$ cat config.mk
export PLATFORM = sky130hd
export DESIGN_NAME = gpio_edge_port
export DESIGN_NICKNAME = d
export VERILOG_FILES = /design/src/rtl/gpio_edge_pkg.sv /design/src/rtl/gpio_rst_sync.sv /design/src/rtl/gpio_sync.sv /design/src/rtl/gpio_edge_det.sv /design/src/rtl/gpio_regfile.sv /design/src/rtl/gpio_edge_port.sv
export SDC_FILE = /design/constraint.sdc
export NUM_CORES = 1
export LEC_CHECK = 0
export BUFFER_PORTS_ARGS = -buffer_cell sky130_fd_sc_hd__buf_2
export CAP_MARGIN = 20
export CORE_MARGIN = 2
export CORE_UTILIZATION = 40
export DETAILED_ROUTE_END_ITERATION = 8
export GPL_ROUTABILITY_DRIVEN = 0
export PLACE_DENSITY = 0.66
export SLEW_MARGIN = 20
export SYNTH_ARGS = -nofsm -noshare
export SYNTH_HDL_FRONTEND = slang
export SYNTH_SLANG_ARGS = --single-unit
$ cat constraint.sdc
create_clock -name clk -period 27.9 [get_ports clk]
set_clock_uncertainty 0.2 [all_clocks]
set_input_delay 8.37 -clock clk [delete_from_list [all_inputs] [get_ports clk]]
set_output_delay 8.37 -clock clk [all_outputs]
set_load 0.02 [all_outputs]
$ cat src/rtl/gpio_edge_pkg.sv
package gpio_edge_pkg;
  localparam int unsigned ADDR_W = 5;
  localparam int unsigned SEL_W  = 3;

  typedef enum logic [SEL_W-1:0] {
    SEL_DIR   = 3'd0,
    SEL_OD    = 3'd1,
    SEL_DATA  = 3'd2,
    SEL_EVT   = 3'd3,
    SEL_MASK  = 3'd4,
    SEL_SENSE = 3'd5,
    SEL_IBE   = 3'd6,
    SEL_NONE  = 3'd7
  } reg_sel_e;

  // Word-aligned decode; misaligned addresses select nothing.
  function automatic reg_sel_e decode_addr(input logic [ADDR_W-1:0] a);
    if (a[1:0] != 2'b00) return SEL_NONE;
    return reg_sel_e'(a[ADDR_W-1:2]);
  endfunction
endpackage

$ cat src/rtl/gpio_rst_sync.sv
module gpio_rst_sync (
  input  logic clk,
  input  logic rst_n,
  output logic rst_n_sync
);
  logic [1:0] stage_q;

  always_ff @(posedge clk or negedge rst_n) begin
    if (!rst_n) stage_q <= 2'b00;
    else        stage_q <= {stage_q[0], 1'b1};
  end

  assign rst_n_sync = stage_q[1];
endmodule

$ cat src/rtl/gpio_sync.sv
module gpio_sync #(
  parameter int unsigned WIDTH = 32
) (
  input  logic             clk,
  input  logic             rst_n,
  input  logic [WIDTH-1:0] d,
  output logic [WIDTH-1:0] q
);
  logic [WIDTH-1:0] s1_q, s2_q;

  always_ff @(posedge clk or negedge rst_n) begin
    if (!rst_n) begin
      s1_q <= '0;
      s2_q <= '0;
    end else begin
      s1_q <= d;
      s2_q <= s1_q;
    end
  end

  assign q = s2_q;
endmodule

$ cat src/rtl/gpio_edge_det.sv
module gpio_edge_det #(
  parameter int unsigned WIDTH = 32
) (
  input  logic             clk,
  input  logic             rst_n,
  input  logic [WIDTH-1:0] level,
  input  logic [WIDTH-1:0] fall_only,
  input  logic [WIDTH-1:0] clr,
  output logic [WIDTH-1:0] evt
);
  logic [WIDTH-1:0] prev_q;
  logic [WIDTH-1:0] hit;
  logic [WIDTH-1:0] evt_q, evt_d;

  // Per-bit edge qualification: falling edges always count, rising ones
  // only when the sense bit is 0.
  for (genvar b = 0; b < WIDTH; b++) begin : g_bit
    always_comb begin
      hit[b] = 1'b0;
      if (prev_q[b] && !level[b])       hit[b] = 1'b1;
      else if (!prev_q[b] && level[b])  hit[b] = !fall_only[b];
    end
  end

  // Set wins over a simultaneous write-one clear.
  always_comb begin
    evt_d = (evt_q & ~clr) | hit;
  end

  always_ff @(posedge clk or negedge rst_n) begin
    if (!rst_n) begin
      prev_q <= '0;
      evt_q  <= '0;
    end else begin
      prev_q <= level;
      evt_q  <= evt_d;
    end
  end

  assign evt = evt_q;
endmodule

$ cat src/rtl/gpio_regfile.sv
module gpio_regfile
  import gpio_edge_pkg::*;
#(
  parameter int unsigned WIDTH = 32
) (
  input  logic             clk,
  input  logic             rst_n,
  input  logic             we,
  input  reg_sel_e         sel,
  input  logic [WIDTH-1:0] wdata,
  output logic [WIDTH-1:0] dir,
  output logic [WIDTH-1:0] od,
  output logic [WIDTH-1:0] data,
  output logic [WIDTH-1:0] mask,
  output logic [WIDTH-1:0] sense,
  output logic [WIDTH-1:0] ibe
);
  logic en_dir, en_od, en_data, en_mask, en_sense, en_ibe;
  logic [WIDTH-1:0] dir_q, od_q, data_q, mask_q, sense_q, ibe_q;
  logic [WIDTH-1:0] dir_d, od_d, data_d, mask_d, sense_d, ibe_d;

  always_comb begin
    en_dir   = we && (sel == SEL_DIR);
    en_od    = we && (sel == SEL_OD);
    en_data  = we && (sel == SEL_DATA);
    en_mask  = we && (sel == SEL_MASK);
    en_sense = we && (sel == SEL_SENSE);
    en_ibe   = we && (sel == SEL_IBE);
    dir_d    = wdata;
    od_d     = wdata;
    data_d   = wdata;
    mask_d   = wdata;
    sense_d  = wdata;
    ibe_d    = wdata;
  end

  always_ff @(posedge clk or negedge rst_n) begin
    if (!rst_n) begin
      dir_q   <= '0;
      od_q    <= '0;
      data_q  <= '0;
      mask_q  <= '0;
      sense_q <= '0;
      ibe_q   <= '0;
    end else begin
      if (en_dir)   dir_q   <= dir_d;
      if (en_od)    od_q    <= od_d;
      if (en_data)  data_q  <= data_d;
      if (en_mask)  mask_q  <= mask_d;
      if (en_sense) sense_q <= sense_d;
      if (en_ibe)   ibe_q   <= ibe_d;
    end
  end

  assign dir   = dir_q;
  assign od    = od_q;
  assign data  = data_q;
  assign mask  = mask_q;
  assign sense = sense_q;
  assign ibe   = ibe_q;
endmodule

$ cat src/rtl/gpio_edge_port.sv
module gpio_edge_port
  import gpio_edge_pkg::*;
#(
  parameter int unsigned NLINES = 32
) (
  input  logic              clk,
  input  logic              rst_n,
  input  logic [ADDR_W-1:0] bus_addr,
  input  logic              bus_we,
  input  logic [NLINES-1:0] bus_wdata,
  output logic [NLINES-1:0] bus_rdata,
  input  logic [NLINES-1:0] pad_in,
  output logic [NLINES-1:0] pad_out,
  output logic [NLINES-1:0] pad_oe,
  output logic              irq
);
  localparam int unsigned MSB = NLINES - 1;

  logic             rst_n_i;
  reg_sel_e         sel;
  logic [MSB:0]     pad_reg, lvl;
  logic [MSB:0]     dir_q, od_q, data_q, mask_q, sense_q, ibe_q, evt_q;
  logic [MSB:0]     evt_clr, data_view, out_r, oe_r;

  gpio_rst_sync u_rst (.clk(clk), .rst_n(rst_n), .rst_n_sync(rst_n_i));

  assign sel = decode_addr(bus_addr);

  // Line n <-> register bit MSB-n.
  for (genvar n = 0; n < NLINES; n++) begin : g_line
    assign pad_reg[MSB-n] = pad_in[n];
    assign pad_out[n]     = out_r[MSB-n];
    assign pad_oe[n]      = oe_r[MSB-n];
  end

  gpio_sync #(.WIDTH(NLINES)) u_sync (
    .clk(clk), .rst_n(rst_n_i), .d(pad_reg), .q(lvl)
  );

  gpio_regfile #(.WIDTH(NLINES)) u_regs (
    .clk(clk), .rst_n(rst_n_i), .we(bus_we), .sel(sel), .wdata(bus_wdata),
    .dir(dir_q), .od(od_q), .data(data_q), .mask(mask_q),
    .sense(sense_q), .ibe(ibe_q)
  );

  always_comb begin
    evt_clr = (bus_we && sel == SEL_EVT) ? bus_wdata : '0;
  end

  gpio_edge_det #(.WIDTH(NLINES)) u_edge (
    .clk(clk), .rst_n(rst_n_i), .level(lvl), .fall_only(sense_q),
    .clr(evt_clr), .evt(evt_q)
  );

  always_comb begin
    data_view = (dir_q & data_q) | (~dir_q & ibe_q & lvl);
    oe_r      = dir_q & (~od_q | ~data_q);
    out_r     = ~od_q & data_q;
    irq       = |(evt_q & mask_q);
  end

  always_comb begin
    unique case (sel)
      SEL_DIR:   bus_rdata = dir_q;
      SEL_OD:    bus_rdata = od_q;
      SEL_DATA:  bus_rdata = data_view;
      SEL_EVT:   bus_rdata = evt_q;
      SEL_MASK:  bus_rdata = mask_q;
      SEL_SENSE: bus_rdata = sense_q;
      SEL_IBE:   bus_rdata = ibe_q;
      default:   bus_rdata = '0;
    endcase
  end
endmodule

After elaboration in Yosys (flattened, before gate mapping). Index checks and enable logic that the tools add are counted.

Muxes and demuxes: 69. Bitwise gates (word level): 14. Equality and inequality tests: 6. Reductions and logical operators: 170.

Operator list (count): bitwise AND 32 bit (7); case mux 32 bit (7 select lines) (1); inverter 32 bit (4); zero test 1 bit (96); OR 32 bit (3); logical AND 1 bit (71); two-way mux 1 bit (65); two-way mux 32 bit (1); OR reduction 32 bit (1); equality test 3 bit (second input constant) (3); equality test 3 x 2 -> 1 bit (second input constant) (2); two-way mux 3 bit (2); equality test 3 x 1 -> 1 bit (second input constant) (1); zero test 3 bit (1); nonzero test 2 bit (1).

Input port bits: 72. Output and inout bits: 97. Flip-flop bits (word level): 322.

Depth between registers and ports, before layout. Gate-level depths: netlist of run 1.

Word-level depth: 9. Mapped depth: 7. Mapped depth without buffers: 4.

Modules after synthesis. A second synthesis of run 1 with hierarchy kept.

Cell total of the unflattened synthesis: 1112. Area, all modules: 14091.0 sq um.

By module, submodules not included: gpio_regfile (cells an instance 412, area an instance 7254.5 sq um, sequential area each 4804.6 sq um, times used 1); gpio_edge_port (cells an instance 441, area an instance 2780.2 sq um, sequential area each 0.0 sq um, times used 1); gpio_edge_det (cells an instance 192, area an instance 2401.1 sq um, sequential area each 1601.5 sq um, times used 1); gpio_sync (cells an instance 64, area an instance 1601.5 sq um, sequential area each 1601.5 sq um, times used 1); gpio_rst_sync (cells an instance 3, area an instance 53.8 sq um, sequential area each 50.0 sq um, times used 1).

Worst setup path before layout of run 1. Ideal clock, no wire load.

Kind: in2out. Start point: in bus_addr[2]. End point: out bus_rdata[30]. Buffers on the path: 2. Arrival: 10053 ps. Stages on the path: 5. Slack: 9277 ps. Data required time: 19330 ps. Cell sequence: buf_2 -> buf_2 -> o21ai_0 -> nand2_1 -> a2111oi_0.

Word-level cells in the longest chain between the ends: 3. Elaborated cells on any way between the ends: 9. Those cells by class: eq/ne: 6; mux: 2; reduce/logical: 1.

Ends and longest elaborated chain: start: declaration (line gpio_edge_port.sv:8) `input logic [ADDR_W-1:0] bus_addr,`; two-way mux 3 bit (*) (line gpio_edge_pkg.sv:19) `return reg_sel_e'(a[ADDR_W-1:2]);`; equality test 3 bit (tied with other cells) (line gpio_edge_port.sv:63) `unique case (sel)`; case mux 32 bit (7 select lines) (*) (line gpio_edge_port.sv:63); end: declaration (line gpio_edge_port.sv:11) `output logic [NLINES-1:0] bus_rdata,`.

Every way passes the cells marked *; elsewhere a longest branch is shown, timed or not.

Worst setup path after layout of run 1.
Start point: in bus_addr[3]. End point: out bus_rdata[11].

Same word-level chain as after synthesis.

==> qor.csv, run 1 <==
stage,metric,value,unit
outcome,outcome,"complete, no violations",
sta,Setup WS post-layout,8.12,ns
cts,TritonCTS Buffers,36,
worst_setup_path,CP startpoint kind,primary input,
pwr,Sw Ratio,0.277,
worst_setup_path,worst-path cell chain,buf_2 -> nand2b_1 -> nor3_4 -> a22oi_1 -> nand3_1 -> buf_2,
global_route,total gr overflow,0,
global_route,global-route wire length before repair,58.5,mm
synth,post-synthesis area per instance,12.9,sq um
synth,Yosys cell types,45,
sta,Slew HR,0.266,
placement,DPL Wire Length,24.3,mm
worst_setup_path,flop-to-flop setup slack,25.52,ns
cts,root buf cell,clkbuf_16,
sta,# setup viols final,0,
synth,sequential area share after synthesis,0.577,
routing,Antenna Violating Nets Remaining,0,
die,overall die height,191,um
die,area of the core,0.0345,sq mm
synth,#FFs+latches synth,322,
sta,min Tclk post-route,19.78,ns
finish,Layout fillers,3097,
sta,period utilisation layout,0.709,
worst_setup_path,Worst Reg-to-Reg Cells,3,
worst_setup_path,CP peak stage delay,1.09,ns
routing,drt total wl,37.8,mm
cts,CTS tree,done,
die,die area,0.0364,sq mm
sta,Worst-Margin Slew,1.10,ns
finish,"commonest non-fill, non-tap cells in the layout","dfrtp_1, mux2_2, buf_2, nand2_1, inv_1",
worst_setup_path,critical path capture point type,output pin,
sta,total negative setup slack,0,ns
cts,post_cts resized,0,
global_route,vias in the first global route,9827,
cts,hold buffers post-CTS,0,
finish,"commonest non-fill, non-tap cell in the layout",dfrtp_1,
finish,layout cells sized above 1,0.365,
worst_setup_path,critical path's slowest cell,nor3_4,
finish,P&R area growth vs syn,17.5,%
worst_setup_path,worst r2r dst,u_edge.prev_q[10],
pwr,cell internal pwr,889,uW
sta,FMAX,0.0505,GHz
finish,nets,1323,
synth,Mapped Nets,1153,
min_path,Worst Hold Class,flop to async pin,
pwr,Leakage Power,0.00770,uW
worst_setup_path,reg2reg start,u_rst.stage_q[1],
worst_setup_path,WS Path Type,primary input to output pin,
worst_setup_path,critical path required time,19.33,ns
pwr,Flop pwr share,0.475,
pwr,Clk network pwr share,0.365,
pwr,P_sw,341,uW
flow_run,MaxCap Viol Count,0,
placement,PortBufs,168,
routing,vias per cell,5.54,
global_route,largest net degree at the start of global routing,80,
cts,H-Tree Depth,2,
global_route,initial antenna violation count,1,
synth,Gate Count Post-Synth,1081,
synth,"Warnings, synthesis",0,
cts,Clock Sink Count,322,
cts,"Reg clk slew, reported paths",0.06,ns
cts,Setup Buffers After CTS,0,
die,num rows,68,
routing,via count,9603,
global_route,Global Route Usage Sum,0.210,
die,Starting Density,0.405,
die,# IOs,169,
cts,Clock Latency Late Sink,0.51,ns
pwr,PwrDens,74.9,mW/mm^2
routing,DRT iter0 DRCs,793,
sta,Slew Limit Fails,0,
synth,Main synth FF type,dfrtp_1,
placement,DP Worst Slack,8.29,ns
worst_setup_path,most frequent CP cell,buf_2,
cts,Bufs on Longest Clock Path,3,
routing,drt wl/cell,21.8,um
sta,final hold vios,0,
die,die span in x,191,um
sta,RSZ-0062 raised after global routing,no,
worst_setup_path,"Arr. time, crit path",11.21,ns
synth,number of flops mapped to enable cells by yosys,0,
worst_setup_path,"critical path fanouts, max",35,
synth,"Cell Area, Synth",0.0140,sq mm
routing,DR pass1 iterations,5,
pwr,maximum vdd drop,0.0463,mV
pwr,combinational share of power,0.160,
synth,Post-synth ARST share,1.00,
routing,drc violations,0,
-- state kept, by name, indices dropped and copies added, names as in the netlist --
| register | flops |
|---|---|
| u_regs.data | 32 |
| u_regs.od | 32 |
| u_regs.dir | 32 |
| u_rst.stage_q | 2 |
| u_regs.mask | 32 |
| u_regs.ibe | 32 |
| u_sync.s1_q | 32 |
| u_edge.evt | 32 |
| u_edge.prev_q | 32 |
| u_sync.q | 32 |
| u_regs.sense | 32 |
-- power groups by stage --
stage,clock [uW],sequential (uW),combinational [uW]
floorplan,0,578,136
global placement,0,589,194
detailed placement,0,591,198
CTS,459,583,198
global route,478,593,214
finish,448,584,197
-- cells by family after synthesis --
| group | count (synthesis) | share of synthesized area |
|---|---|---|
| AND/OR/NAND/NOR | 210 | 0.0803 |
| flip-flops | 322 | 0.577 |
| AO/OA/AOI/OAI | 211 | 0.110 |
| buffers and inverters | 98 | 0.0333 |
| other | 1 | 0.000268 |
| multiplexers | 239 | 0.199 |
-- worst max-delay path by stage --
stage	startpoint	endpoint	slack [ns]	cells after the start
4_1_cts	bus_addr[3]	bus_rdata[12]	8.30	6
2_1_floorplan	bus_addr[2]	bus_rdata[30]	9.28	5
3_3_place_gp	bus_addr[3]	bus_rdata[4]	8.35	6
5_1_grt	bus_addr[3]	bus_rdata[12]	8.06	6
6_report	bus_addr[3]	bus_rdata[11]	8.12	6
3_5_place_dp	bus_addr[3]	bus_rdata[12]	8.29	6
-- cell usage after synthesis, drive strengths merged (20+ instances only) --
cell type,instances,area share
a21oi,44,0.016
mux2,220,0.19
a221o,32,0.023
nand2,71,0.020
inv,47,0.013
nand3,35,0.013
nor3,35,0.014
nand3b,20,0.011
o21ai,21,0.0075
buf,38,0.017
a22oi,31,0.017
dfrtp,322,0.58
nor2b,32,0.014
-- per-stage QoR --
stage / std cells / instance area [sq um] / util / total power [uW] / hold WS (ns)
floorplan: 1081 / 14000 / - / 714 / 0.131
global placement: 1666 / 15200 / 0.442 / 783 / 0.0422
detailed placement: 1667 / 15300 / 0.443 / 789 / 0.0447
CTS: 1731 / 16400 / 0.475 / 1240 / 0.0456
global route: 1732 / 16400 / 0.476 / 1290 / 0.0609
finish: 1733 / 16400 / 0.476 / 1230 / 0.0315
-- layer usage --
layer  wire length, um  global-route usage
met3              2110              0.0347
met4               845              0.0608
met1             17500               0.303
met2             17300               0.326
met5                11                   0
-- final cells by class --
type	instances	area (sq um)	area share
Clock buffer	58	1070	0.0655
Inverter	47	176	0.0108
Antenna cell	1	2.50	0.000152
Tap cell	455	569	0.0347
Clock inverter	6	41.3	0.00252
Timing Repair Buffer	183	1000	0.0609
Multi-Input combinational cell	661	5490	0.334
Sequential cell	322	8060	0.491
-- critical path, delay by kind of cell --
kind	cells	cell delay (ns)
compound gates	1	0.17
buf+inv	2	0.56
simple gates	3	2.09
(Power assumes the default switching activity.)
==> inputs of run 2 (changes only) <==
==> constraint.sdc (replaced) <==
create_clock -name clk -period 18.7 [get_ports clk]
set_clock_uncertainty 0.2 [all_clocks]
set_input_delay 5.61 -clock clk [delete_from_list [all_inputs] [get_ports clk]]
set_output_delay 5.61 -clock clk [all_outputs]
set_load 0.02 [all_outputs]
==> qor.csv, run 2 (synthesis gave the netlist of run 1 again) <==
stage,metric,value,unit
outcome,outcome,"complete, no violations",
cts,root buf cell,clkbuf_16,
cts,CTS tree,done,
worst_setup_path,Worst Reg-to-Reg Cells,2,
pwr,Leakage Power,0.00772,uW
routing,Antenna Violating Nets Remaining,0,
pwr,maximum vdd drop,0.0590,mV
finish,Multi-input gate area,0.00549,sq mm
pwr,cell internal pwr,1330,uW
die,area of the core,0.0345,sq mm
worst_setup_path,"Arr. time, crit path",8.32,ns
sta,total negative setup slack,0,ns
finish,"commonest non-fill, non-tap cell in the layout",dfrtp_1,
finish,P&R area growth vs syn,17.7,%
cts,Bufs on Longest Clock Path,3,
finish,"commonest non-fill, non-tap cells in the layout","dfrtp_1, mux2_2, buf_2, nand2_1, inv_1",
sta,# setup viols final,0,
finish,Final Util,0.477,
global_route,global-route wire length before repair,58.1,mm
global_route,vias in the first global route,9803,
finish,Post-Layout Cell Count,1733,
routing,DR pass1 iterations,5,
sta,Slew Limit Fails,0,
cts,Clock Latency Late Sink,0.54,ns
cts,hold buffers post-CTS,0,
global_route,largest net degree at the start of global routing,80,
cts,Clock Sink Count,322,
placement,PortBufs,168,
sta,RSZ-0062 raised after global routing,no,
pwr,PwrDens,113,mW/mm^2
pwr,Clk network pwr share,0.371,
sta,final hold vios,0,
global_route,Global Route Usage Sum,0.211,
global_route,initial antenna violation count,1,
worst_setup_path,"critical path fanouts, max",35,
flow_run,MaxCap Viol Count,0,
sta,WHS,0.0831,ns
finish,FF/Latch Area,0.00806,sq mm
sta,period utilisation layout,0.756,
worst_setup_path,flop-to-flop setup slack,16.07,ns
routing,drc violations,0,
worst_setup_path,critical path capture point type,output pin,
routing,vias per cell,5.58,
sta,Worst-Margin Slew,1.07,ns
die,die span in x,191,um
die,overall die height,191,um
routing,DRT iter0 DRCs,668,
worst_setup_path,critical path required time,12.89,ns
cts,"Reg clk slew, reported paths",0.06,ns
worst_setup_path,WS Path Type,primary input to output pin,
die,Starting Density,0.405,
finish,number of inserted diodes,0,
finish,Layout fillers,3071,
cts,Setup Buffers After CTS,0,
sta,Setup WS post-layout,4.57,ns
global_route,total gr overflow,0,
die,# IOs,169,
min_path,Worst Hold Class,flop to async pin,
routing,via count,9676,
cts,TritonCTS Buffers,37,
placement,DP Worst Slack,4.63,ns
placement,placed cells,1668,
sta,FMAX,0.0708,GHz
sta,min Tclk post-route,14.13,ns
cts,post_cts resized,0,
worst_setup_path,reg2reg start,u_rst.stage_q[1],
worst_setup_path,worst r2r dst,u_sync.s1_q[21],
finish,nets,1324,
pwr,Sw Ratio,0.280,
pwr,combinational share of power,0.158,
die,die area,0.0364,sq mm
sta,Slew HR,0.289,
worst_setup_path,CP startpoint kind,primary input,
die,num rows,68,
routing,drt wl/cell,22.1,um
finish,layout cells sized above 1,0.367,
routing,drt total wl,38.3,mm
pwr,P_sw,519,uW
placement,DPL Wire Length,24.4,mm
pwr,Flop pwr share,0.471,
cts,H-Tree Depth,2,
run 2: cell types whose count changed in the layout (fill, tap and decap cells not counted), sizes merged:
cell      previous run  this run
diode                1         0
clkinv               4         5
inv                 49        48
clkinvlp             0         1
run 2: per-layer routing:
layer / track usage / wire length, um / vias up
li1: - / - / 4312
met1: 0.298 / 17300 / 4952
met2: 0.325 / 17700 / 325
met3: 0.0386 / 2060 / 85
met4: 0.0745 / 1190 / 2
met5: 0 / 16 / -
run 2: power by group through the flow:
stage          Sequential (uW)  Clock, uW  Combinational (uW)
6_report                   873        687                 294
4_1_cts                    871        704                 297
2_1_floorplan              863          0                 202
3_3_place_gp               879          0                 289
3_5_place_dp               882          0                 295
5_1_grt                    885        733                 319
run 2: metrics by stage:
stage               total power [uW]  area (sq um)
global placement                1170         15200
finish                          1850         16500
detailed placement              1180         15300
floorplan                       1060         14000
global route                    1940         16500
CTS                             1870         16400
run 2: critical path: stages:
cell and delay (ns):
buf_2 0.62, and2b_1 0.37, nor3b_4 0.69, buf_4 0.45
a32oi_1 0.15, o21ai_0 0.17, buf_2 0.24
run 2: final cells by class:
cell class              instances  area share
repair buffers                183      0.0608
inverters                      47      0.0107
well taps                     455      0.0346
clock inverters                 7     0.00388
flip-flops and latches        322       0.490
clock buffers                  58      0.0665
multi-input cells             661       0.333
run 2: worst max path at each step:
stage	from	slack (ns)	endpoint
after floorplan	bus_addr[2]	5.60	bus_rdata[30]
after global placement	bus_addr[3]	4.67	bus_rdata[4]
after detailed placement	bus_addr[3]	4.63	bus_rdata[18]
after CTS	bus_addr[3]	4.64	bus_rdata[18]
after global routing	bus_addr[3]	4.46	bus_rdata[15]
final	bus_addr[3]	4.57	bus_rdata[10]
==> inputs of run 3 (changes only) <==
--- a/config.mk
+++ b/config.mk
@@ -5,6 +5,7 @@
 export SDC_FILE = /design/constraint.sdc
 export NUM_CORES = 1
 export LEC_CHECK = 0
+export ABC_AREA = 1
 export BUFFER_PORTS_ARGS = -buffer_cell sky130_fd_sc_hd__buf_2
 export CAP_MARGIN = 20
 export CORE_MARGIN = 2
==> constraint.sdc (replaced) <==
create_clock -name clk -period 13.9 [get_ports clk]
set_clock_uncertainty 0.2 [all_clocks]
set_input_delay 4.17 -clock clk [delete_from_list [all_inputs] [get_ports clk]]
set_output_delay 4.17 -clock clk [all_outputs]
set_load 0.02 [all_outputs]
==> qor.csv, run 3 <==
stage,metric,value,unit
outcome,outcome,"complete, no violations",
sta,total negative setup slack,0,ns
finish,FF/Latch Area,0.00806,sq mm
pwr,maximum vdd drop,0.122,mV
die,die span in x,191,um
pwr,cell internal pwr,1720,uW
worst_setup_path,Worst Reg-to-Reg Cells,2,
cts,post_cts resized,0,
placement,PortBufs,168,
die,Starting Density,0.405,
synth,ranking of synthesized cells by area,"dfrtp_1, nand2_1, o21ai_0",
sta,RSZ-0062 raised after global routing,no,
cts,TritonCTS Buffers,36,
synth,#FFs+latches synth,322,
pwr,Sw Ratio,0.287,
finish,Multi-input gate area,0.00501,sq mm
worst_setup_path,flop-to-flop setup slack,11.26,ns
routing,via count,11444,
finish,layout cells sized above 1,0.133,
cts,root buf cell,clkbuf_16,
synth,"Cell Area, Synth",0.0139,sq mm
sta,min Tclk post-route,10.50,ns
cts,CTS tree,done,
pwr,Leakage Power,0.00848,uW
flow_run,MaxCap Viol Count,0,
cts,Setup Buffers After CTS,0,
global_route,Global Route Usage Sum,0.205,
global_route,largest net degree at the start of global routing,84,
synth,Main synth FF type,dfrtp_1,
cts,"Reg clk slew, reported paths",0.06,ns
cts,Clock Sink Count,322,
cts,H-Tree Depth,2,
cts,Clock Latency Late Sink,0.51,ns
routing,drt wl/cell,15.7,um
worst_setup_path,CP startpoint kind,primary input,
worst_setup_path,worst r2r dst,u_regs.data[27],
worst_setup_path,critical path capture point type,output pin,
sta,Slew Limit Fails,0,
placement,DPL Wire Length,23.9,mm
finish,Layout fillers,3356,
min_path,worst hold start,u_sync.s1_q[17],
synth,multiplexer area fraction after synthesis,0,
routing,DRT iter0 DRCs,740,
sta,FMAX,0.0952,GHz
die,overall die height,191,um
synth,"count leader, synth",nand2_1,
pwr,Flop pwr share,0.478,
synth,Synth top cells by count,"nand2_1, dfrtp_1, o21ai_0",
worst_setup_path,"critical path fanouts, max",32,
global_route,global-route wire length before repair,58.5,mm
global_route,initial antenna violation count,0,
worst_setup_path,"Arr. time, crit path",6.13,ns
cts,hold buffers post-CTS,0,
routing,drt total wl,36.6,mm
sta,Worst-Margin Slew,1.12,ns
synth,Gate Count Post-Synth,1705,
synth,Mapped Nets,1777,
synth,post-synthesis area per instance,8.18,sq um
pwr,Clk network pwr share,0.374,
routing,DR pass1 iterations,5,
min_path,hold path cells,0,
pwr,power after layout,2410,uW
sta,Slew HR,0.254,
synth,number of flops mapped to enable cells by yosys,0,
finish,"commonest non-fill, non-tap cells in the layout","nand2_1, dfrtp_1, buf_2, o21ai_0, inv_1",
synth,sequential area share after synthesis,0.578,
sta,# setup viols final,0,
synth,XOR/XNOR share of the synthesized area,0,
synth,Post-synth ARST share,1.00,
global_route,vias in the first global route,11012,
routing,drc violations,0,
cts,Bufs on Longest Clock Path,3,
worst_setup_path,WS Path Type,primary input to output pin,
routing,Antenna Violating Nets Remaining,0,
die,area of the core,0.0345,sq mm
worst_setup_path,critical path required time,9.53,ns
synth,simple-gate area share of the yosys netlist,0.253,
pwr,combinational share of power,0.148,
synth,Yosys cell types,22,
synth,largest family of logic cells by synthesized area,simple AND/OR/NAND/NOR gates,
finish,nets,1932,
finish,"commonest non-fill, non-tap cell in the layout",nand2_1,
global_route,total gr overflow,0,
min_path,Worst Hold Class,flop to flop,
die,die area,0.0364,sq mm
pwr,PwrDens,148,mW/mm^2
synth,adder-cell share of the synthesized area,0,
synth,Synth area leader,dfrtp_1,
pwr,P_sw,690,uW
routing,vias per cell,4.89,
die,num rows,68,
worst_setup_path,reg2reg start,u_rst.stage_q[1],
sta,final hold vios,0,
sta,period utilisation layout,0.755,
min_path,worst hold endpoint,u_sync.q[17],
synth,Synth Area in Compound Gates,0.104,
finish,P&R area growth vs syn,17.0,%
synth,"Warnings, synthesis",0,
die,# IOs,169,
synth,Synth top area share,0.578,
finish,number of inserted diodes,0,
-- run 3: per-layer routing --
layer / vias to the layer above / global-route usage / wire, um
li1: 5666 / - / -
met1: 5425 / 0.294 / 17300
met2: 304 / 0.325 / 16600
met3: 49 / 0.0353 / 2160
met4: 0 / 0.0474 / 604
met5: - / 0 / 0
-- run 3: worst max path at each step --
| stage | from | to | slack [ns] | cells after the start |
|---|---|---|---|---|
| 2_1_floorplan | u_rst.stage_q[1] | u_edge.evt[0] | 4.06 | 0 |
| 3_3_place_gp | bus_addr[1] | bus_rdata[31] | 3.45 | 9 |
| 3_5_place_dp | bus_addr[1] | bus_rdata[9] | 3.42 | 9 |
| 4_1_cts | bus_addr[1] | bus_rdata[9] | 3.42 | 9 |
| 5_1_grt | bus_addr[1] | bus_rdata[31] | 3.25 | 9 |
| 6_report | bus_addr[1] | bus_rdata[17] | 3.40 | 9 |
-- run 3: logic make-up (layout without fill, tap and decap cells) --
family / Yosys count / count (layout)
AND/OR/NAND/NOR: 864 / 864
flip-flops: 322 / 322
AO/OA/AOI/OAI: 289 / 289
other: 1 / 1
buffers and inverters: 229 / 408
-- run 3: per-stage QoR --
step	setup slack [ns]	instance area [sq um]	hold WS [ns]	util	cells
3_3_place_gp	3.45	15200	0.132	0.441	2277
3_5_place_dp	3.42	15200	0.135	0.441	2277
4_1_cts	3.42	16300	0.138	0.473	2339
5_1_grt	3.25	16300	0.150	0.473	2339
2_1_floorplan	4.06	13900	0.131	-	1705
6_report	3.40	16300	0.137	0.473	2339
-- run 3: worst max-delay path, cell delays in order --
cell	delay (ns)
buf_2	0.13
nor2_4	0.15
nand3_1	0.21
nor2_4	0.89
nand2_1	0.15
nand2_1	0.14
nor2_1	0.04
nand2_1	0.07
buf_2	0.16
-- run 3: power groups by stage --
stage          sequential, uW  clock [uW]  combinational (uW)
5_1_grt                  1170         965                 408
3_3_place_gp             1160           0                 352
2_1_floorplan            1150           0                 239
6_report                 1150         899                 357
4_1_cts                  1150         925                 362
3_5_place_dp             1170           0                 360
-- run 3: cell type report --
cell class	instances	share of cell area
flip-flops and latches	322	0.494
clock buffers	53	0.0635
repair buffers	181	0.0578
well taps	455	0.0349
multi-input cells	1154	0.307
clock inverters	9	0.00445
inverters	165	0.0380
